`src/rtl/approx_fix_adder.sv`:
```
module approx_fix_adder #(
  parameter int N = 16,
  parameter int K = 4
) (
  input  logic         clk,
  input  logic         rst_n,
  input  logic         in_valid,
  output logic         in_ready,
  input  logic [N-1:0] in_a,
  input  logic [N-1:0] in_b,
  output logic         out_valid,
  output logic [N:0]   out_sum,
  output logic         out_corr
);
  localparam int M = N / K;
  localparam int W = 2 * K;

  logic [N:0]   apx;
  logic [M-1:0] err;

  for (genvar j = 0; j < M; j++) begin : g_slc
    if (j == 0) begin : g_base
      assign apx[K-1:0] = in_a[K-1:0] + in_b[K-1:0];
      assign err[0] = 1'b0;
    end else begin : g_win
      logic [W:0] win;
      assign win = {1'b0, in_a[(j-1)*K +: W]} + {1'b0, in_b[(j-1)*K +: W]};
      assign apx[j*K +: K] = win[W-1:K];
      if (j == M-1) begin : g_top
        assign apx[N] = win[W];
      end
      if (j == 1) begin : g_first
        assign err[1] = 1'b0;
      end else begin : g_det
        logic gen_lo, prop_mid;
        assign gen_lo   = in_a[(j-2)*K +: K] > ~in_b[(j-2)*K +: K];
        assign prop_mid = &(in_a[(j-1)*K +: K] ^ in_b[(j-1)*K +: K]);
        assign err[j]   = gen_lo & prop_mid;
      end
    end
  end

  logic         s1_valid, s2_valid;
  logic [N:0]   s1_sum, s2_sum;
  logic [M-1:0] s1_err;
  logic         take, s1_bad;

  assign s1_bad   = s1_valid && (|s1_err);
  assign in_ready = !s1_bad;
  assign take     = in_valid && in_ready;

  logic [M:0] ovf;
  logic [N:0] fix;
  assign ovf[0] = 1'b0;
  for (genvar j = 0; j < M; j++) begin : g_inc
    assign {ovf[j+1], fix[j*K +: K]} =
      {1'b0, s1_sum[j*K +: K]} + {{K{1'b0}}, s1_err[j] | ovf[j]};
  end
  assign fix[N] = s1_sum[N] | ovf[M];

  always_ff @(posedge clk) begin
    if (!rst_n) begin
      s1_valid <= 1'b0;
      s2_valid <= 1'b0;
      s1_sum   <= '0;
      s1_err   <= '0;
      s2_sum   <= '0;
    end else begin
      s1_valid <= take;
      if (take) begin
        s1_sum <= apx;
        s1_err <= err;
      end
      s2_valid <= s1_bad;
      if (s1_bad) s2_sum <= fix;
    end
  end

  assign out_valid = (s1_valid && !(|s1_err)) || s2_valid;
  assign out_sum   = s2_valid ? s2_sum : s1_sum;
  assign out_corr  = s2_valid;

  AST_CLEAN_EXACT: assert property (@(posedge clk) disable iff (!rst_n)
    (take && !(|err)) |=> (out_valid && !out_corr && out_sum == $past({1'b0, in_a} + {1'b0, in_b})));
  AST_STALL_ON_ERR: assert property (@(posedge clk) disable iff (!rst_n)
    (take && (|err)) |=> !in_ready);
  AST_READY_BACK: assert property (@(posedge clk) disable iff (!rst_n)
    !in_ready |=> in_ready);
  AST_CORR_AFTER_STALL: assert property (@(posedge clk) disable iff (!rst_n)
    out_corr |-> (out_valid && $past(!in_ready)));
  AST_NO_SPURIOUS: assert property (@(posedge clk) disable iff (!rst_n)
    out_valid |-> ($past(take) || $past(!in_ready)));
endmodule

```
`config.mk`:
```
export PLATFORM = sky130hd
export DESIGN_NAME = approx_fix_adder
export DESIGN_NICKNAME = d
export VERILOG_FILES = /design/src/rtl/approx_fix_adder.sv
export SDC_FILE = /design/constraint.sdc
export NUM_CORES = 1
export LEC_CHECK = 0
export ABC_AREA = 1
export BUFFER_PORTS_ARGS = -buffer_cell sky130_fd_sc_hd__buf_4
export CAP_MARGIN = 20
export CORE_ASPECT_RATIO = 1.25
export CORE_MARGIN = 2
export CORE_UTILIZATION = 50
export DETAILED_ROUTE_END_ITERATION = 12
export GPL_ROUTABILITY_DRIVEN = 0
export GPL_TIMING_DRIVEN = 0
export PLACE_DENSITY = 0.74
export REMOVE_ABC_BUFFERS = 1
export SYNTH_ARGS = -nofsm -noshare
export SYNTH_HDL_FRONTEND = slang
export SYNTH_SLANG_ARGS = --single-unit
```
`constraint.sdc`:
```
create_clock -name clk -period 2.6 [get_ports clk]
set_clock_uncertainty 0.2 [all_clocks]
set_input_delay 0.52 -clock clk [delete_from_list [all_inputs] [get_ports clk]]
set_output_delay 0.52 -clock clk [all_outputs]
set_load 0.02 [all_outputs]
```
==> results of run 1 <==
[cell type report]
cell class | instances | area [sq um] | share of cell area, %
clock buffers | 7 | 86.3 | 2.73
clock inverters | 1 | 5.00 | 0.158
inverters | 79 | 299 | 9.45
multi-input cells | 289 | 1530 | 48.3
flip-flops and latches | 38 | 762 | 24.1
well taps | 62 | 77.6 | 2.45
repair buffers | 54 | 405 | 12.8
[sequential cells by signal (all words and copies together) (netlist names)]
name and cells:
out_corr 1, s1_err 2, s1_sum 17, s1_valid 1, s2_sum 17
[routing by layer]
metal / global-route usage [%] / wire, um / up-vias
met5: 0 / 0 / -
met4: 8.02 / 95 / 0
met2: 36.8 / 2840 / 45
met3: 2.82 / 183 / 7
li1: - / - / 1418
met1: 24.1 / 2580 / 1227
[through the flow]
step                      instances  util (%)  worst slack (ns)  hold WS, ns  cell area (sq um)
final                           530      61.8             0.399        0.267               3160
after detailed placement        522      60.0             0.369        0.262               3070
after floorplan                 406         -             0.609        0.244               2590
after global placement          522      60.0             0.378        0.255               3070
after CTS                       530      61.8            0.0343        0.273               3160
after global routing            530      61.8             0.288        0.289               3160
[power breakdown]
group / internal (mW) / switching, mW
Sequential: 0.625 / 0.0278
Combinational: 0.194 / 0.272
Clock: 0.214 / 0.202
[logic make-up (layout without fill, tap and decap cells)]
logic type | after synthesis | after routing | share of synthesized area, %
AOI/OAI and AO/OA | 69 | 69 | 13.7
adders and majority gates | 23 | 23 | 11.1
DFF | 38 | 38 | 28.5
buffers and inverters | 91 | 141 | 14.3
xor gates and xnor gates | 8 | 8 | 2.63
and+or+nand+nor | 189 | 189 | 29.9
[timing repair]
item,CTS,global route
hold buffers,0,0
gates resized for setup,0,1
endpoints found under the hold margin,0,0
setup buffers,0,0
setup endpoints to repair,0,8
[path summary, 6_finish.rpt]
kind                                start         end  slack, ns  depth (start not counted)
worst min-delay path            s1_sum[2]   s2_sum[2]       0.27                          2
worst min register to register  s1_sum[2]   s2_sum[2]       0.27                          2
worst max register to register  s1_err[2]  s2_sum[14]       0.71                          8
worst max-delay path             out_corr  out_sum[4]       0.40                          4
[critical path: cells and delay by family (launching register included)]
| kind | cells | cell delay [ns] |
|---|---|---|
| flops | 1 | 0.67 |
| buf+inv | 2 | 0.36 |
| simple gates | 2 | 0.16 |
[synth_stat cells, types with 4 or more instances]
cell type and n:
sky130_fd_sc_hd__nand2_1 107, sky130_fd_sc_hd__nor2_1 34, sky130_fd_sc_hd__ha_1 22, sky130_fd_sc_hd__xnor2_1 6, sky130_fd_sc_hd__nand3_1 35, sky130_fd_sc_hd__o21ai_1 5, sky130_fd_sc_hd__nand4_1 5, sky130_fd_sc_hd__buf_6 4
sky130_fd_sc_hd__a21oi_1 28, sky130_fd_sc_hd__dfxtp_1 38, sky130_fd_sc_hd__o21ai_0 32, sky130_fd_sc_hd__inv_1 76, sky130_fd_sc_hd__clkbuf_1 4
==> flow_metrics.py, run 1 <==
metrics = {
    "timing": {
        "totalNegativeSetupSlack_ns": 0,
        "min_period_over_period_pct": 84.7,
        "clock.fmax_ghz": 0.454,
        "setup-violations-final": 0,
        "fin_crit_ns": 2.20,
        "count_of_final_hold_check_violations": 0,
        "worst-slew-pin-transition_ns": 0.534,
        "final_max_slew_viols": 0,
        "slew-limit-headroom_pct": 64.4,
        "rsz0062_at_grt": "false",
    },
    "clock_tree": {
        "worst_setup_hold_path_clk_slew_ns": 0.07,
        "tritoncts_num_sinks": 38,
        "cts_max_level": 2,
        "cts-buffers-inserted": 5,
        "clk-insertion-delay-late_ns": 0.29,
        "root_buffer": "sky130_fd_sc_hd__clkbuf_8",
        "cts.path.max_buffers": 2,
        "clock_tree_from_tritoncts": "yes",
    },
    "critical_path": {
        "timing.critical_path.to_type": "output port",
        "setup.worst_path.class": "flop to output port",
        "critical_path.max_stage_delay_ns": 0.67,
        "worstPathCellList": "inv_1 > nand2_1 > nand2_1 > buf_4",
        "critPathRequiredTime_ns": 1.88,
        "worst_ep_arrival_time_ns": 1.48,
        "critical_path_fanouts_max": 32,
        "crit_slowest_cell": "sky130_fd_sc_hd__dfxtp_2",
        "worstSetupStartpointType": "flop",
        "path_common_cell": "sky130_fd_sc_hd__nand2_1",
    },
    "drt": {
        "detailed_route_wire_length_per_cell_um": 10.8,
        "first_iter_violations": 152,
        "via_per_inst": 5.09,
        "vias": 2697,
        "route.antenna.remaining_nets": 0,
        "drc": 0,
        "routed_wl_um": 5700,
        "drt-pass1-iter-count": 4,
    },
    "placed_design": {
        "port_buffers": 54,
        "post-dp-hpwl_um": 4310,
    },
    "grt": {
        "grt_start_max_net_pins": 33,
        "grt_pass1_wl_um": 9960,
        "vias_in_the_first_global_route": 2404,
        "grt_util_all_layers_pct": 20.3,
        "antenna_found_initial": 0,
        "grt_overflow_total": 0,
    },
    "floorplan": {
        "core-area_sq_um": 5120,
        "design.die.area_sq_um": 5940,
        "placement_rows": 29,
        "floorplan.die.height_um": 85.7,
        "floorplan.die.width_um": 69.3,
        "i_o_pins": 55,
        "starting_utilization_of_the_core_area_pct": 52.2,
    },
    "final_layout": {
        "mostFrequentLayoutCell": "sky130_fd_sc_hd__nand2_1",
        "final_cell_mix": "sky130_fd_sc_hd__nand2_1, sky130_fd_sc_hd__inv_1, sky130_fd_sc_hd__buf_4",
        "area_delta_synth_final_pct": 18.5,
        "num-nets-final": 525,
        "layout.filler_cells": 537,
        "drive_above_1_share_pct": 15.0,
        "antennaDiodeCount": 0,
    },
    "power": {
        "max-vdd-ir-drop_mv": 0.257,
        "total_power_mw": 1.53,
        "static-leakage-power_nw": 1.72,
        "pwr_density_cell_nw_per_um2": 485,
    },
    "synth": {
        "synth_async_sr_flop_share_pct": 0,
        "synth_area_leader_cell": "sky130_fd_sc_hd__dfxtp_1",
        "synth_seq_cells": 38,
        "mappedNetlistArea_sq_um": 2670,
        "synth_cells": 418,
        "synth-seq-area-share_pct": 28.5,
        "syn_area_per_cell_sq_um": 6.38,
        "yosys.cell_types.count": 29,
        "synthTopCellsByArea": "sky130_fd_sc_hd__dfxtp_1, sky130_fd_sc_hd__nand2_1, sky130_fd_sc_hd__inv_1, sky130_fd_sc_hd__ha_1, sky130_fd_sc_hd__nand3_1",
        "top_area_cell_type_share_of_the_netlist_area_pct": 28.5,
        "synth_enable_flop_cells": 0,
        "synth-main-ff-cell": "sky130_fd_sc_hd__dfxtp_1",
        "synth-warning-count": 0,
    },
    "worst_hold_path": {
        "min-delay-path-class": "flop to flop",
    },
    "job": {
        "max_cap_violations": 0,
    },
    "run_status": {
        "status": "completed",
    },
}
No activity file was read; power rests on OpenSTA's default activity.
==> inputs of run 2 (changes only) <==
Clock period 2.6 ns to 2.1 ns, I/O delays scaled along.
==> flow_metrics.py, run 2 (synthesis results as in run 1) <==
metrics = {
    "critical_path": {
        "worst_r2r_path_depth": 8,
        "timing.critical_path.to_type": "output port",
        "critical_path.reg2reg.endpoint": "s2_sum[14]",
        "critPathRequiredTime_ns": 1.48,
        "worst-r2r-setup-slack_ns": 0.21,
        "worstSetupStartpointType": "flop",
        "worstReg2RegStart": "s1_err[2]",
        "critical_path_fanouts_max": 32,
        "setup.worst_path.class": "flop to output port",
        "worst_ep_arrival_time_ns": 1.28,
    },
    "grt": {
        "grt_pass1_wl_um": 9960,
        "grt_util_all_layers_pct": 20.3,
        "vias_in_the_first_global_route": 2404,
        "antenna_found_initial": 0,
        "grt_overflow_total": 0,
        "grt_start_max_net_pins": 33,
    },
    "floorplan": {
        "placement_rows": 29,
        "i_o_pins": 55,
        "design.die.area_sq_um": 5940,
        "starting_utilization_of_the_core_area_pct": 52.2,
        "floorplan.die.width_um": 69.3,
        "core-area_sq_um": 5120,
        "floorplan.die.height_um": 85.7,
    },
    "drt": {
        "m1WireLength_um": 2550,
        "via_per_inst": 5.02,
        "route.antenna.remaining_nets": 0,
        "met3RoutedLength_um": 173,
        "highest-signal-layer": "met4",
        "dr_wl_met2_um": 2880,
        "first_iter_violations": 154,
        "detailed_route_wire_length_per_cell_um": 10.7,
        "vias": 2659,
        "drt-pass1-iter-count": 4,
        "drc": 0,
        "routed_wl_um": 5660,
    },
    "placed_design": {
        "post-place-ws_ns": -0.0310,
        "post-dp-hpwl_um": 4310,
        "port_buffers": 54,
        "dp_cells": 522,
    },
    "clock_tree": {
        "cts_resized": 1,
        "worst_setup_hold_path_clk_slew_ns": 0.07,
        "clk-insertion-delay-late_ns": 0.29,
        "clock_tree_from_tritoncts": "yes",
        "cts_max_level": 2,
        "tritoncts_num_sinks": 38,
        "post-cts-setup-buffers": 0,
        "cts.path.max_buffers": 2,
        "cts-buffers-inserted": 5,
        "cts_hold_buffers": 0,
        "root_buffer": "sky130_fd_sc_hd__clkbuf_8",
    },
    "timing": {
        "totalNegativeSetupSlack_ns": 0,
        "rsz0062_at_grt": "false",
        "fin_crit_ns": 1.90,
        "min_period_over_period_pct": 90.4,
        "final_max_slew_viols": 0,
        "worst_slack_ns": 0.201,
        "clock.fmax_ghz": 0.526,
        "setup-violations-final": 0,
        "hold_slack_ns": 0.267,
        "worst-slew-pin-transition_ns": 0.517,
        "count_of_final_hold_check_violations": 0,
        "slew-limit-headroom_pct": 65.5,
    },
    "power": {
        "static-leakage-power_nw": 1.72,
        "pwr_density_cell_nw_per_um2": 599,
        "max-vdd-ir-drop_mv": 0.316,
    },
    "job": {
        "max_cap_violations": 0,
    },
    "final_layout": {
        "layout.filler_cells": 535,
        "antennaDiodeCount": 0,
        "drive_above_1_share_pct": 15.0,
        "num-nets-final": 525,
        "mostFrequentLayoutCell": "sky130_fd_sc_hd__nand2_1",
        "final_cell_mix": "sky130_fd_sc_hd__nand2_1, sky130_fd_sc_hd__inv_1, sky130_fd_sc_hd__buf_4",
        "largest_registers": "s1_sum x17, s2_sum x17, s1_err x2",
        "final_cell_count_no_fill": 530,
        "area_delta_synth_final_pct": 18.6,
    },
    "worst_hold_path": {
        "holdPathEnd": "s1_sum[2]",
        "whs_path_depth": 2,
        "min-delay-path-class": "flop to flop",
        "hold_path.startpoint": "s1_sum[2]",
    },
    "run_status": {
        "status": "completed",
    },
}
-- run 2: stage by stage --
step                util (%)  area (sq um)  total power [mW]
floorplan                  -          2590              1.20
global placement        60.0          3070              1.38
detailed placement      60.0          3070              1.40
CTS                     61.8          3160              1.91
global route            61.9          3170              2.04
finish                  61.9          3170              1.90
-- run 2: final cells by class --
type / count / area, sq um / area share, %
flip-flops and latches: 38 / 764 / 24.2
multi-input cells: 289 / 1530 / 48.3
well taps: 62 / 77.6 / 2.45
clock buffers: 7 / 86.3 / 2.73
clock inverters: 1 / 5.00 / 0.158
repair buffers: 54 / 405 / 12.8
inverters: 79 / 299 / 9.45
-- run 2: how the worst max path moves through the flow --
stage	start	endpoint	slack, ns	depth (start not counted)
2_1_floorplan	out_corr	out_sum[10]	0.21	1
3_3_place_gp	out_corr	out_sum[3]	-0.02	4
3_5_place_dp	out_corr	out_sum[4]	-0.03	4
4_1_cts	out_corr	out_sum[4]	0.006	4
5_1_grt	s1_err[2]	s2_sum[14]	0.11	8
6_report	out_corr	out_sum[4]	0.20	4
-- run 2: worst max-delay path: stages (launching register included) --
cell	delay, ns
sky130_fd_sc_hd__dfxtp_4	0.53
sky130_fd_sc_hd__inv_1	0.16
sky130_fd_sc_hd__nand2_1	0.09
sky130_fd_sc_hd__nand2_1	0.05
sky130_fd_sc_hd__buf_4	0.15
-- run 2: metal layers --
layer / global-route usage (%) / up-vias
li1: - / 1415
met1: 24.1 / 1198
met5: 0 / -
met4: 8.02 / 0
met3: 2.82 / 4
met2: 36.8 / 42
-- run 2: power breakdown --
group / switching, mW / total [mW] / internal [mW]
sequential: 0.0342 / 0.807 / 0.772
clock: 0.248 / 0.513 / 0.265
combinational: 0.336 / 0.576 / 0.240
==> inputs of run 3 (changes only) <==
Settings changed: GPL_TIMING_DRIVEN 0 to unset.
==> flow_metrics.py, run 3 (synthesis results as in run 1) <==
metrics = {
    "critical_path": {
        "worstPathCellList": "ha_1 > ha_1 > nand3_1 > nand2_1 > ha_1 > ha_1 > xnor2_1 > a211oi_2",
        "timing.critical_path.buf_inv": 0,
        "path_common_cell": "sky130_fd_sc_hd__ha_1",
        "worstSetupStartpointType": "flop",
        "critical_path.top_delay_family": "adder cells",
        "crit_slowest_cell": "sky130_fd_sc_hd__dfxtp_1",
        "critical_path.max_stage_delay_ns": 0.33,
        "critPathRequiredTime_ns": 2.12,
        "worst_ep_arrival_time_ns": 1.94,
        "timing.critical_path.to_type": "flop",
        "critical_path_fanouts_max": 2,
        "setup.worst_path.class": "flop to flop",
    },
    "timing": {
        "clock.fmax_ghz": 0.520,
        "count_of_final_hold_check_violations": 0,
        "rsz0062_at_grt": "false",
        "fin_crit_ns": 1.92,
        "slew-limit-headroom_pct": 65.7,
        "min_period_over_period_pct": 91.6,
        "final_max_slew_viols": 0,
        "worst-slew-pin-transition_ns": 0.514,
        "totalNegativeSetupSlack_ns": 0,
        "setup-violations-final": 0,
    },
    "drt": {
        "drt-pass1-iter-count": 4,
        "routed_wl_um": 5770,
        "highest-signal-layer": "met4",
        "drc": 0,
        "route.antenna.remaining_nets": 0,
        "via_per_inst": 5.02,
        "met3RoutedLength_um": 176,
        "m1WireLength_um": 2620,
        "dr_wl_met2_um": 2870,
        "vias": 2672,
        "first_iter_violations": 171,
        "detailed_route_wire_length_per_cell_um": 10.8,
    },
    "clock_tree": {
        "cts_max_level": 2,
        "clk-insertion-delay-late_ns": 0.29,
        "cts-buffers-inserted": 5,
        "post-cts-setup-buffers": 0,
        "cts_hold_buffers": 0,
        "root_buffer": "sky130_fd_sc_hd__clkbuf_8",
        "tritoncts_num_sinks": 38,
        "worst_setup_hold_path_clk_slew_ns": 0.07,
        "clock_tree_from_tritoncts": "yes",
        "cts.path.max_buffers": 2,
    },
    "final_layout": {
        "drive_above_1_share_pct": 15.5,
        "area_delta_synth_final_pct": 19.3,
        "fin_util_pct": 62.2,
        "largest_registers": "s1_sum x17, s2_sum x17, s1_err x2",
        "final_cell_area_sq_um": 3180,
        "final_cell_mix": "sky130_fd_sc_hd__nand2_1, sky130_fd_sc_hd__inv_1, sky130_fd_sc_hd__buf_4",
        "antennaDiodeCount": 0,
        "mostFrequentLayoutCell": "sky130_fd_sc_hd__nand2_1",
        "num-nets-final": 527,
    },
    "grt": {
        "antenna_found_initial": 0,
        "grt_overflow_total": 0,
        "grt_pass1_wl_um": 10200,
        "vias_in_the_first_global_route": 2452,
        "grt_start_max_net_pins": 27,
        "grt_util_all_layers_pct": 20.5,
    },
    "job": {
        "max_cap_violations": 0,
    },
    "floorplan": {
        "core-area_sq_um": 5120,
        "floorplan.die.width_um": 69.3,
        "i_o_pins": 55,
        "floorplan.die.height_um": 85.7,
        "placement_rows": 29,
        "starting_utilization_of_the_core_area_pct": 52.2,
        "design.die.area_sq_um": 5940,
    },
    "placed_design": {
        "post-dp-hpwl_um": 4480,
        "post_dp_cell_area_sq_um": 3090,
        "port_buffers": 54,
    },
    "run_status": {
        "status": "completed",
    },
    "worst_hold_path": {
        "min-delay-path-class": "flop to flop",
    },
    "power": {
        "max-vdd-ir-drop_mv": 0.283,
        "pwr_density_cell_nw_per_um2": 600,
        "total_power_mw": 1.91,
        "static-leakage-power_nw": 1.73,
    },
}
-- run 3: path summary, 6_finish.rpt --
path | from | endpoint | slack (ns) | depth (start not counted)
setup reg to reg | s1_sum[8] | s2_sum[14] | 0.18 | 8
hold / removal | s1_sum[5] | s2_sum[5] | 0.27 | 2
setup / recovery | s1_sum[8] | s2_sum[14] | 0.18 | 8
hold reg to reg | s1_sum[5] | s2_sum[5] | 0.27 | 2
-- run 3: through the flow --
stage | hold slack [ns] | setup WS (ns) | instances
after floorplan | 0.244 | 0.209 | 406
after global placement | 0.257 | 0.237 | 524
after detailed placement | 0.262 | 0.187 | 524
after CTS | 0.274 | 0.118 | 532
after global routing | 0.290 | 0.0889 | 532
final | 0.271 | 0.176 | 532
-- run 3: tightest hold or removal path, cell delays in order (launching register included) --
cell and delay [ns]:
sky130_fd_sc_hd__dfxtp_1 0.30, sky130_fd_sc_hd__inv_1 0.07, sky130_fd_sc_hd__a21oi_1 0.06
-- run 3: area by class of cell --
| class | instances | area [sq um] |
|---|---|---|
| well taps | 62 | 77.6 |
| clock buffers | 6 | 82.6 |
| inverters | 79 | 299 |
| repair buffers | 56 | 420 |
| multi-input cells | 289 | 1530 |
| fillers | 514 | 1930 |
| flip-flops and latches | 38 | 764 |
| clock inverters | 2 | 12.5 |
-- run 3: where the power goes --
part           switching [mW]  internal (mW)  leakage, nW  total [mW]
logic                   0.337          0.241         1.37       0.579
registers              0.0342          0.772        0.313       0.806
clock network           0.263          0.264       0.0472       0.526
-- run 3: per-layer routing --
layer / track usage (%) / up-vias
met5: 0 / -
li1: - / 1416
met1: 24.9 / 1204
met2: 36.5 / 43
met3: 3.29 / 9
met4: 7.66 / 0
-- run 3: what timing repair did --
item / in CTS / in global routing
cloned: 0 / 0
endpoints found under the setup margin: 6 / 1
hold endpoints to repair: 0 / 0
resized for setup: 1 / 1
